--- config.mk ---
export PLATFORM = sky130hd
export DESIGN_NAME = rmw_engine
export DESIGN_NICKNAME = d
export VERILOG_FILES = /design/src/rtl/rmw_pkg.sv /design/src/rtl/rmw_alu.sv /design/src/rtl/rmw_store.sv /design/src/rtl/rmw_miss_ctrl.sv /design/src/rtl/rmw_engine.sv
export SDC_FILE = /design/constraint.sdc
export NUM_CORES = 2
export LEC_CHECK = 0
export BUFFER_PORTS_ARGS = -buffer_cell sky130_fd_sc_hd__buf_2
export CAP_MARGIN = 20
export CORE_MARGIN = 3
export CORE_UTILIZATION = 58
export CTS_CLUSTER_SIZE = 14
export DETAILED_ROUTE_END_ITERATION = 6
export GPL_ROUTABILITY_DRIVEN = 0
export PLACE_DENSITY_LB_ADDON = 0.12
export SLEW_MARGIN = 40
export SYNTH_ARGS = -nofsm -noshare
export SYNTH_HDL_FRONTEND = slang
export SYNTH_SLANG_ARGS = --single-unit
--- constraint.sdc ---
create_clock -name clk -period 9.6 [get_ports clk]
set_clock_uncertainty 0.05 [all_clocks]
set_input_delay 1.92 -clock clk [delete_from_list [all_inputs] [get_ports clk]]
set_output_delay 1.92 -clock clk [all_outputs]
set_load 0.02 [all_outputs]
--- src/rtl/rmw_pkg.sv ---
// Package rmw_pkg
// Shared word width and operation encoding for the atomic engine.
// Assumes every datapath word is WORD_W bits and compares are signed.
package rmw_pkg;
    localparam int WORD_W = 32;

    typedef enum logic [1:0] {
        OP_ADD = 2'd0,
        OP_MIN = 2'd1,
        OP_MAX = 2'd2,
        OP_CAS = 2'd3
    } rmw_op_e;
endpackage

--- src/rtl/rmw_alu.sv ---
// Module rmw_alu
// Purely combinational update rule: from the old word and the operands it
// forms the new word, and says whether a store is needed at all.
// Assumes two's-complement operands; add wraps at the word width.
module rmw_alu #(
    parameter int W = rmw_pkg::WORD_W
) (
    input  logic [1:0]   op,
    input  logic [W-1:0] old_val,
    input  logic [W-1:0] opa,
    input  logic [W-1:0] opb,
    output logic [W-1:0] new_val,
    output logic         wr_needed
);
    import rmw_pkg::*;

    logic a_less;
    logic a_more;
    logic cmp_eq;

    // Signed relations between the operand and the stored word.
    always_comb begin
        a_less = $signed(opa) < $signed(old_val);
        a_more = $signed(opa) > $signed(old_val);
        cmp_eq = (old_val == opb);
    end

    // Select the new word and whether it must be stored.
    always_comb begin
        new_val   = old_val;
        wr_needed = 1'b1;
        case (rmw_op_e'(op))
            OP_ADD: new_val = old_val + opa;
            OP_MIN: new_val = a_less ? opa : old_val;
            OP_MAX: new_val = a_more ? opa : old_val;
            OP_CAS: begin
                new_val   = cmp_eq ? opa : old_val;
                wr_needed = cmp_eq;
            end
            default: new_val = old_val;
        endcase
    end
endmodule

--- src/rtl/rmw_store.sv ---
// Module rmw_store
// Local word store: one residency bit and one data word per address.
// Combinational read port, an update port for in-place atomics and a fill
// port that installs words. Assumes the two write ports never target the
// same address in one cycle and that updates only hit resident words.
module rmw_store #(
    parameter int ADDR_W = 6,
    parameter int W      = rmw_pkg::WORD_W
) (
    input  logic              clk,
    input  logic              rst_n,
    input  logic [ADDR_W-1:0] rd_addr,
    output logic              rd_hit,
    output logic [W-1:0]      rd_data,
    input  logic              upd_en,
    input  logic [ADDR_W-1:0] upd_addr,
    input  logic [W-1:0]      upd_data,
    input  logic              fill_en,
    input  logic [ADDR_W-1:0] fill_addr,
    input  logic [W-1:0]      fill_data
);
    localparam int DEPTH = 1 << ADDR_W;

    logic [DEPTH-1:0] present_q;
    logic [W-1:0]     data_q [DEPTH];

    // Residency bits: cleared by reset, set by fills.
    always_ff @(posedge clk) begin
        if (!rst_n) begin
            present_q <= '0;
        end else if (fill_en) begin
            present_q[fill_addr] <= 1'b1;
        end
    end

    // Data words: written by fills and by in-place atomic updates.
    always_ff @(posedge clk) begin
        if (fill_en) begin
            data_q[fill_addr] <= fill_data;
        end
        if (upd_en) begin
            data_q[upd_addr] <= upd_data;
        end
    end

    // Read port for the request currently offered.
    always_comb begin
        rd_hit  = present_q[rd_addr];
        rd_data = data_q[rd_addr];
    end

    // the engine must keep fills and updates on distinct words.
    assert_port_clash_R11: assert property (@(posedge clk) disable iff (!rst_n)
        !(fill_en && upd_en && (fill_addr == upd_addr)));

    // in-place updates only land on resident words.
    assert_upd_resident_R5: assert property (@(posedge clk) disable iff (!rst_n)
        upd_en |-> present_q[upd_addr]);
endmodule

--- src/rtl/rmw_miss_ctrl.sv ---
// Module rmw_miss_ctrl
// Single-slot miss sequencer: read the word from backing memory, apply the
// operation, write the result back when one is due, then offer the old
// value as a response. Assumes read data only returns while it waits for it.
module rmw_miss_ctrl #(
    parameter int ADDR_W = 6,
    parameter int TAG_W  = 4,
    parameter int W      = rmw_pkg::WORD_W
) (
    input  logic              clk,
    input  logic              rst_n,
    input  logic              start,
    input  logic [1:0]        start_op,
    input  logic [ADDR_W-1:0] start_addr,
    input  logic [W-1:0]      start_opa,
    input  logic [W-1:0]      start_opb,
    input  logic [TAG_W-1:0]  start_tag,
    output logic              busy,
    output logic [ADDR_W-1:0] busy_addr,
    output logic              mem_rd_valid,
    input  logic              mem_rd_ready,
    output logic [ADDR_W-1:0] mem_rd_addr,
    input  logic              mem_rdata_valid,
    input  logic [W-1:0]      mem_rdata,
    output logic              mem_wr_valid,
    input  logic              mem_wr_ready,
    output logic [ADDR_W-1:0] mem_wr_addr,
    output logic [W-1:0]      mem_wr_data,
    output logic              rsp_valid,
    input  logic              rsp_take,
    output logic [W-1:0]      rsp_old,
    output logic [TAG_W-1:0]  rsp_tag
);
    typedef enum logic [2:0] {
        MS_IDLE,
        MS_READ,
        MS_WAIT,
        MS_WRITE,
        MS_RESP
    } miss_st_e;

    miss_st_e          st_q;
    logic [1:0]        op_q;
    logic [ADDR_W-1:0] addr_q;
    logic [W-1:0]      opa_q;
    logic [W-1:0]      opb_q;
    logic [TAG_W-1:0]  tag_q;
    logic [W-1:0]      old_q;
    logic [W-1:0]      new_q;
    logic [W-1:0]      calc_new;
    logic              calc_wr;

    rmw_alu #(.W(W)) u_alu (
        .op        (op_q),
        .old_val   (mem_rdata),
        .opa       (opa_q),
        .opb       (opb_q),
        .new_val   (calc_new),
        .wr_needed (calc_wr)
    );

    // Sequencer state: one miss from read through response.
    always_ff @(posedge clk) begin
        if (!rst_n) begin
            st_q <= MS_IDLE;
        end else begin
            case (st_q)
                MS_IDLE:  if (start)           st_q <= MS_READ;
                MS_READ:  if (mem_rd_ready)    st_q <= MS_WAIT;
                MS_WAIT:  if (mem_rdata_valid) st_q <= calc_wr ? MS_WRITE : MS_RESP;
                MS_WRITE: if (mem_wr_ready)    st_q <= MS_RESP;
                MS_RESP:  if (rsp_take)        st_q <= MS_IDLE;
                default:                       st_q <= MS_IDLE;
            endcase
        end
    end

    // Request capture when the slot is claimed.
    always_ff @(posedge clk) begin
        if (start && (st_q == MS_IDLE)) begin
            op_q   <= start_op;
            addr_q <= start_addr;
            opa_q  <= start_opa;
            opb_q  <= start_opb;
            tag_q  <= start_tag;
        end
    end

    // Old and new words captured when the read data returns.
    always_ff @(posedge clk) begin
        if ((st_q == MS_WAIT) && mem_rdata_valid) begin
            old_q <= mem_rdata;
            new_q <= calc_new;
        end
    end

    // Port drive derived from the sequencer state.
    always_comb begin
        busy         = (st_q != MS_IDLE);
        busy_addr    = addr_q;
        mem_rd_valid = (st_q == MS_READ);
        mem_rd_addr  = addr_q;
        mem_wr_valid = (st_q == MS_WRITE);
        mem_wr_addr  = addr_q;
        mem_wr_data  = new_q;
        rsp_valid    = (st_q == MS_RESP);
        rsp_old      = old_q;
        rsp_tag      = tag_q;
    end

    // the engine starts a miss only into an empty slot.
    assert_start_idle_R8: assert property (@(posedge clk) disable iff (!rst_n)
        start |-> !busy);

    // an offered backing read holds until taken.
    assert_rd_hold_R10: assert property (@(posedge clk) disable iff (!rst_n)
        (mem_rd_valid && !mem_rd_ready) |=> (mem_rd_valid && $stable(mem_rd_addr)));

    // an offered backing write holds until taken.
    assert_wr_hold_R10: assert property (@(posedge clk) disable iff (!rst_n)
        (mem_wr_valid && !mem_wr_ready) |=>
            (mem_wr_valid && $stable(mem_wr_addr) && $stable(mem_wr_data)));

    // a backing write only ever follows returned read data.
    assert_write_after_read_R6: assert property (@(posedge clk) disable iff (!rst_n)
        $rose(mem_wr_valid) |-> $past(mem_rdata_valid));
endmodule

--- src/rtl/rmw_engine.sv ---
// Module rmw_engine
// Atomic read-modify-write engine for one memory partition. Resident words
// are updated in place in one cycle; other words go through the single
// miss slot. A request to the in-flight miss address is held off, and a
// fill wins over a same-address request. Responses from the hit register
// and the miss slot share one port; an offered response is locked in place
// until taken. Assumes fills and requests come from one partition only.
module rmw_engine #(
    parameter int ADDR_W = 6,
    parameter int TAG_W  = 4
) (
    input  logic              clk,
    input  logic              rst_n,
    input  logic              req_valid,
    output logic              req_ready,
    input  logic [1:0]        req_op,
    input  logic [ADDR_W-1:0] req_addr,
    input  logic [31:0]       req_opa,
    input  logic [31:0]       req_opb,
    input  logic [TAG_W-1:0]  req_tag,
    output logic              rsp_valid,
    input  logic              rsp_ready,
    output logic [31:0]       rsp_old,
    output logic [TAG_W-1:0]  rsp_tag,
    input  logic              fill_valid,
    output logic              fill_ready,
    input  logic [ADDR_W-1:0] fill_addr,
    input  logic [31:0]       fill_data,
    output logic              mem_rd_valid,
    input  logic              mem_rd_ready,
    output logic [ADDR_W-1:0] mem_rd_addr,
    input  logic              mem_rdata_valid,
    input  logic [31:0]       mem_rdata,
    output logic              mem_wr_valid,
    input  logic              mem_wr_ready,
    output logic [ADDR_W-1:0] mem_wr_addr,
    output logic [31:0]       mem_wr_data
);
    localparam int W = rmw_pkg::WORD_W;

    logic              st_hit;
    logic [W-1:0]      st_data;
    logic [W-1:0]      hit_new;
    logic              hit_wr;
    logic              miss_busy;
    logic [ADDR_W-1:0] miss_addr;
    logic              mrsp_valid;
    logic [W-1:0]      mrsp_old;
    logic [TAG_W-1:0]  mrsp_tag;
    logic              mrsp_take;
    logic              hrsp_valid_q;
    logic [W-1:0]      hrsp_old_q;
    logic [TAG_W-1:0]  hrsp_tag_q;
    logic              hrsp_take;
    logic              lock_q;
    logic              lock_miss_q;
    logic              sel_miss;
    logic              addr_blocked;
    logic              fill_go;
    logic              fill_clash;
    logic              hit_room;
    logic              acc;
    logic              hit_acc;
    logic              miss_acc;

    rmw_store #(.ADDR_W(ADDR_W), .W(W)) u_store (
        .clk       (clk),
        .rst_n     (rst_n),
        .rd_addr   (req_addr),
        .rd_hit    (st_hit),
        .rd_data   (st_data),
        .upd_en    (hit_acc && hit_wr),
        .upd_addr  (req_addr),
        .upd_data  (hit_new),
        .fill_en   (fill_go),
        .fill_addr (fill_addr),
        .fill_data (fill_data)
    );

    rmw_alu #(.W(W)) u_hit_alu (
        .op        (req_op),
        .old_val   (st_data),
        .opa       (req_opa),
        .opb       (req_opb),
        .new_val   (hit_new),
        .wr_needed (hit_wr)
    );

    rmw_miss_ctrl #(.ADDR_W(ADDR_W), .TAG_W(TAG_W), .W(W)) u_miss (
        .clk             (clk),
        .rst_n           (rst_n),
        .start           (miss_acc),
        .start_op        (req_op),
        .start_addr      (req_addr),
        .start_opa       (req_opa),
        .start_opb       (req_opb),
        .start_tag       (req_tag),
        .busy            (miss_busy),
        .busy_addr       (miss_addr),
        .mem_rd_valid    (mem_rd_valid),
        .mem_rd_ready    (mem_rd_ready),
        .mem_rd_addr     (mem_rd_addr),
        .mem_rdata_valid (mem_rdata_valid),
        .mem_rdata       (mem_rdata),
        .mem_wr_valid    (mem_wr_valid),
        .mem_wr_ready    (mem_wr_ready),
        .mem_wr_addr     (mem_wr_addr),
        .mem_wr_data     (mem_wr_data),
        .rsp_valid       (mrsp_valid),
        .rsp_take        (mrsp_take),
        .rsp_old         (mrsp_old),
        .rsp_tag         (mrsp_tag)
    );

    // Response source: keep a locked choice, otherwise favour the miss slot.
    always_comb begin
        sel_miss  = lock_q ? lock_miss_q : mrsp_valid;
        rsp_valid = sel_miss ? mrsp_valid : hrsp_valid_q;
        rsp_old   = sel_miss ? mrsp_old   : hrsp_old_q;
        rsp_tag   = sel_miss ? mrsp_tag   : hrsp_tag_q;
        mrsp_take = rsp_ready && sel_miss;
        hrsp_take = rsp_ready && !sel_miss && hrsp_valid_q;
    end

    // Admission: hazard hold, fill precedence and room on the chosen path.
    always_comb begin
        addr_blocked = miss_busy && (miss_addr == req_addr);
        fill_ready   = !(miss_busy && (miss_addr == fill_addr));
        fill_go      = fill_valid && fill_ready;
        fill_clash   = fill_go && (fill_addr == req_addr);
        hit_room     = !hrsp_valid_q || hrsp_take;
        req_ready    = !addr_blocked && !fill_clash && (st_hit ? hit_room : !miss_busy);
        acc          = req_valid && req_ready;
        hit_acc      = acc && st_hit;
        miss_acc     = acc && !st_hit;
    end

    // Hit response register: filled on a hit, emptied when taken.
    always_ff @(posedge clk) begin
        if (!rst_n) begin
            hrsp_valid_q <= 1'b0;
        end else if (hit_acc) begin
            hrsp_valid_q <= 1'b1;
        end else if (hrsp_take) begin
            hrsp_valid_q <= 1'b0;
        end
    end

    // Hit response payload captured at acceptance.
    always_ff @(posedge clk) begin
        if (hit_acc) begin
            hrsp_old_q <= st_data;
            hrsp_tag_q <= req_tag;
        end
    end

    // Arbitration lock: an offered but untaken response keeps its source.
    always_ff @(posedge clk) begin
        if (!rst_n) begin
            lock_q      <= 1'b0;
            lock_miss_q <= 1'b0;
        end else begin
            lock_q      <= rsp_valid && !rsp_ready;
            lock_miss_q <= sel_miss;
        end
    end

    // an offered response holds its payload until taken.
    assert_rsp_hold_R10: assert property (@(posedge clk) disable iff (!rst_n)
        (rsp_valid && !rsp_ready) |=> (rsp_valid && $stable(rsp_old) && $stable(rsp_tag)));

    // nothing is admitted to the address of the in-flight miss.
    assert_hazard_hold_R8: assert property (@(posedge clk) disable iff (!rst_n)
        (req_valid && req_ready && miss_busy) |-> (req_addr != miss_addr));

    // a hit produces a response in the following cycle.
    assert_hit_latency_R5: assert property (@(posedge clk) disable iff (!rst_n)
        (req_valid && req_ready && st_hit) |=> rsp_valid);

    // a fill and a request to the same word are never admitted together.
    assert_fill_first_R11: assert property (@(posedge clk) disable iff (!rst_n)
        (fill_valid && fill_ready && req_valid && req_ready) |-> (fill_addr != req_addr));
endmodule

# Word level (Yosys, flattened, before mapping)
# Memory sizes are Yosys's and may differ from the RTL's.
# Cells that the tools add are included.
# op_classes
add_sub_neg	2
magnitude_cmp	7
n_eq_ne	20
muxes	32
n_bitwise	1
n_reduce_logical	32
# op_table
operator	count
$pmux 32 s4	2
$mux 32	7
$add 32x32->32	2
$eq 32x32->1	2
$gt 32x32->1	2
$lt 32x32->1	2
$or 64x64->64	1
$eq 6x6->1	3
$mux 3	6
$logic_and 1x1->1	17
$pmux 3 s5	1
$lt 6x7->1 const B	2
$mux 1	13
$eq 2x2->1 const B	4
$logic_not 1->1	8
$ne 2x1->1 const B	4
$bmux 1 s6	1
$demux 1 s6	1
$eq 3x2->1 const B	2
$ge 6x1->1 const B	1
$reduce_and 5->1	1
$eq 2x1->1 const B	2
$logic_not 2->1	2
$mux 4	1
7 further kinds	7
# word_totals
register_bits	246
mem_bits_rw	2048
out_inout_bits	85
word_cells	109
memories	1
# memory_table
name	words	width	rd	rd_clocked_by_memory_dff	wr	line	text
u_store.data_q	64	32	1	0	2	rmw_store.sv:25	logic [W-1:0] data_q [DEPTH];

# Longest topological paths before layout
# logic_depth
ltp_word	13
ltp_mapped	31

# Cells and area by module
# A second synthesis with hierarchy kept.
# unflattened
hier_cells	7667
area_unflattened_um2	119885.0
# by_module_without_submodules
module	n_inst	cells_each	area_each_um2	seq_area_each_um2
rmw_store	1	6377	106433.3	62780.2
rmw_miss_ctrl	1	184	4563.1	4264.1
rmw_alu at u_hit_alu	1	496	3548.4	0.0
rmw_alu at u_miss.u_alu	1	489	3427.0	0.0
rmw_engine	1	121	1913.1	1141.1

# Worst setup path before layout
# OpenSTA, ideal clock, no wires.
# synth_path
path_type	input -> register
startpoint	input port req_addr[0]
endpoint	register u_miss.addr_q[0] (netlist: u_miss.busy_addr[0]), enable pin
arrival_ps	8092
required_ps	9040
path_slack_ps	947
stages	17
path_cell_list	buf_6 -> buf_8 -> buf_8 -> buf_6 -> buf_6 -> buf_6 -> buf_4 -> buf_2 -> buf_4 -> buf_2 -> mux4_2 -> mux2i_1 -> o21ai_0 -> a211oi_1 -> nand2_1 -> or2_2 -> nor2_1
# synth_between
elab_chain_len	8
word_cells_on_any_way	15
# synth_rtl
item	line	text
from (decl)	rmw_engine.sv:17	input logic [ADDR_W-1:0] req_addr,
branches (longest 6 deep; another with $bmux 1 s6)	-	
$logic_and 1x1->1 *	rmw_engine.sv:135	miss_acc = acc && !st_hit;
$logic_and 1x1->1 *	rmw_miss_ctrl.sv:80	if (start && (st_q == MS_IDLE)) begin
to (signal assigned)	rmw_miss_ctrl.sv:82	addr_q <= start_addr;
to (decl)	rmw_miss_ctrl.sv:44	logic [ADDR_W-1:0] addr_q;
# Every way passes the cells marked *. The select of a mux whose other input is x is not followed.
# A chain may end at the register's enable or synchronous reset.

==> results.json <==
{
  "outcome": "finished with violations",
  "violations": "DRC",
  "drive_gt1_frac": 0.304,
  "wirelength_mm": 481,
  "maxSlewHeadroom": 0.304,
  "drcViolationCount": 32,
  "grt_pass1_wl_mm": 664,
  "ys_types": 100,
  "p_total_mw": 24.2,
  "path_delay_family": "compound AO/OA/AOI/OAI gates",
  "critPathSlowestCell": "nor4_4",
  "cts_buffers": 238,
  "syn-cell-area_um2": 122000,
  "grt_pass1_vias": 86500,
  "cts.sinks": 2294,
  "post-place-ws_ns": 0.0581,
  "setup_viol": 0,
  "cp.required_ns": 10.19,
  "grt_max_degree": 70,
  "power_density_nw_per_um2": 177,
  "async_flop_share": 0,
  "worstPathArrival_ns": 9.67,
  "yosys_warnings": 0,
  "leakagePower_nw": 48.9,
  "path_max_fanout": 40,
  "core_area_um2": 210000,
  "drt_iter0_markers": 17200,
  "slew_violations": 0,
  "dieArea_um2": 217000,
  "fin_crit_sh": 0.946,
  "post_drt_wl_per_cell_um": 38.1,
  "multi_input_area_um2": 49000,
  "grt-busiest-layer": "met2",
  "fin_crit_ns": 9.08,
  "first_pass_iters": 7,
  "layout_common_cells": "edfxtp_1 (2,224), nand2_1 (1,098), mux2_2 (989), o21ai_0 (937), buf_4 (494)",
  "cts_tree": "done",
  "grt_overflow_total": 0,
  "fill_cells": 15400,
  "worst_slack_ns": 0.519,
  "path_buf_inv": 7,
  "ys_seq_elements": 2294,
  "fmax_mhz": 110,
  "htreeDepth": 4,
  "tightest_slew_ns": 1.02,
  "syn_area_per_cell_um2": 12.8,
  "peakVddDrop_uv": 233,
  "io_buffers": 238,
  "hold_class": "flop to flop",
  "layout_commonest_cell": "edfxtp_1",
  "cap_viol_max_count": 0,
  "clk_latency_ns": 0.96,
  "vias_per_cell": 7.29,
  "cts_resized": 0,
  "clk_pin_slew_ns": 0.06,
  "post-route-util": 0.655,
  "synth.area.top_cells": "edfxtp_1 (55%), mux2_2 (9.1%), mux4_2 (5.1%)",
  "grt_use_met1": 0.546,
  "die_h_um": 466,
  "syn_inst": 9587,
  "endpoint_kind": "flop",
  "synth_top_area_share": 0.545,
  "setup_tns_ns": 0,
  "synth_top_area_cell": "edfxtp_1",
  "track_usage": 0.435,
  "critical_path.max_stage_delay_ns": 0.70,
  "startpoint_type": "input pin",
  "num_rows": 168,
  "dpl.hpwl_mm": 306,
  "crit_chain": "buf_8 -> buf_4 -> nand2b_1 -> o22ai_1 -> a221oi_1 -> o22ai_1 -> clkbuf_4 -> nor4_4 -> inv_1 -> ha_1 -> a221oi_1 -> o21ai_0 -> a31oi_1 -> o21bai_1 -> a2111oi_0 -> buf_4 -> nor3_1 -> o21ai_0 -> o31ai_1 -> xnor2_1 -> a222oi_1 -> buf_4 -> buf_12 -> o21ai_0",
  "clock_path_buffers": 3,
  "vias": 92000,
  "ys_dominant_reg_cell": "edfxtp_1",
  "synthesis.nets": 9879,
  "syn_to_final_growth_pct": 12.2,
  "io_pins": 239,
  "rsz0062_at_grt": "false",
  "crit_type": "input pin to flop",
  "hold_violations": 0,
  "cts_setup_buffers": 0,
  "die_w_um": 466,
  "met2_usage": 0.624,
  "cts_root_buf": "clkbuf_16",
  "fin_nets": 9867,
  "synth_enable_flop_cells": 2224,
  "gr-usage-met3": 0.177,
  "ys_seq_area_frac": 0.557,
  "start_util": 0.584,
  "register_area_um2": 68200,
  "antenna_found_initial": 49,
  "hold_buffers": 0,
  "antenna_left": 0,
  "hold_ws_ns": 0.415
}
==> logic make-up after synthesis <==
group,count (synthesis),share of synthesized area
AND/OR/NAND/NOR,1906,0.0705
buffers and inverters,1295,0.0518
XOR/XNOR,124,0.00887
flip-flops,2294,0.557
adder cells (fa/ha/maj),138,0.0142
AO/OA/AOI/OAI,2183,0.119
multiplexers,1647,0.179
==> Yosys cell counts, types with 29 or more instances <==
| cell type | n |
|---|---|
| a211oi_1 | 46 |
| a21oi_1 | 158 |
| a221o_1 | 40 |
| a221oi_1 | 146 |
| a22o_1 | 45 |
| a22oi_1 | 139 |
| a31oi_1 | 95 |
| buf_1 | 79 |
| buf_2 | 153 |
| buf_4 | 65 |
| buf_6 | 50 |
| buf_8 | 50 |
| clkbuf_1 | 764 |
| dfxtp_1 | 70 |
| edfxtp_1 | 2224 |
| ha_1 | 136 |
| inv_1 | 126 |
| mux2_2 | 989 |
| mux2_4 | 136 |
| mux2i_1 | 237 |
| mux4_2 | 278 |
| nand2_1 | 1101 |
| nand3_1 | 88 |
| nand3b_1 | 34 |
| nand4_1 | 82 |
| nor2_1 | 262 |
| nor2b_1 | 58 |
| nor3_1 | 75 |
| nor4_1 | 29 |
| o211ai_1 | 31 |
| o21a_1 | 75 |
| o21ai_0 | 1003 |
| o22ai_1 | 68 |
| o31ai_2 | 120 |
| or3b_2 | 29 |
| xnor2_1 | 50 |
| xor2_1 | 74 |
==> metrics by stage <==
step / instances / instance area, µm²
after floorplan: 9587 / 122000
after global placement: 12100 / 129000
after detailed placement: 12100 / 130000
after CTS: 12600 / 137000
after global routing: 12600 / 137000
final: 12600 / 137000
==> metal layers <==
layer	wire, µm	share of wire
met2	204000	0.42
met3	78000	0.16
met1	161000	0.34
met5	584	0.0012
met4	37300	0.078
==> area by class of cell <==
| cell class | count | share of cell area |
|---|---|---|
| timing repair buffer | 916 | 0.0618 |
| tap | 2805 | 0.0255 |
| clock buffer | 312 | 0.0458 |
| antenna | 41 | 0.000747 |
| clock inverter | 130 | 0.00940 |
| multi-input combinational | 5998 | 0.357 |
| sequential | 2294 | 0.496 |
| inverter | 127 | 0.00352 |
==> where the power goes <==
group / leakage, nW / switching, mW / total (mW) / internal [mW]
clock: 3.66 / 4.14 / 9.21 / 5.08
sequential: 20.6 / 0.0468 / 11.1 / 11.1
combinational: 24.7 / 2.68 / 3.91 / 1.23
total: 48.9 / 6.86 / 24.2 / 17.4
==> registers in the layout, indices dropped and copies added (netlist names), 2 cells and up <==
| register | flops |
|---|---|
| u_store.data_q | 2048 |
| u_store.present_q | 64 |
| u_miss.mem_wr_data | 32 |
| u_miss.op_q | 2 |
| u_miss.opb_q | 32 |
| u_miss.st_q | 3 |
| u_miss.rsp_tag | 4 |
| hrsp_tag_q | 4 |
| u_miss.busy_addr | 6 |
| u_miss.opa_q | 32 |
| u_miss.rsp_old | 32 |
| hrsp_old_q | 32 |
==> final timing paths <==
path,from,depth (start not counted),slack [ns],end
setup / recovery,req_addr[0],24,0.52,u_store.data_q[10][26]$_DFFE_PP_
hold / removal,u_store.present_q[47]$_SDFFE_PN0P_,1,0.42,u_store.present_q[47]$_SDFFE_PN0P_
setup reg to reg,u_store.data_q[5][4]$_DFFE_PP_,21,2.44,u_store.data_q[10][26]$_DFFE_PP_
hold reg to reg,u_store.present_q[47]$_SDFFE_PN0P_,1,0.42,u_store.present_q[47]$_SDFFE_PN0P_
No activity file was read; power rests on OpenSTA's default activity.
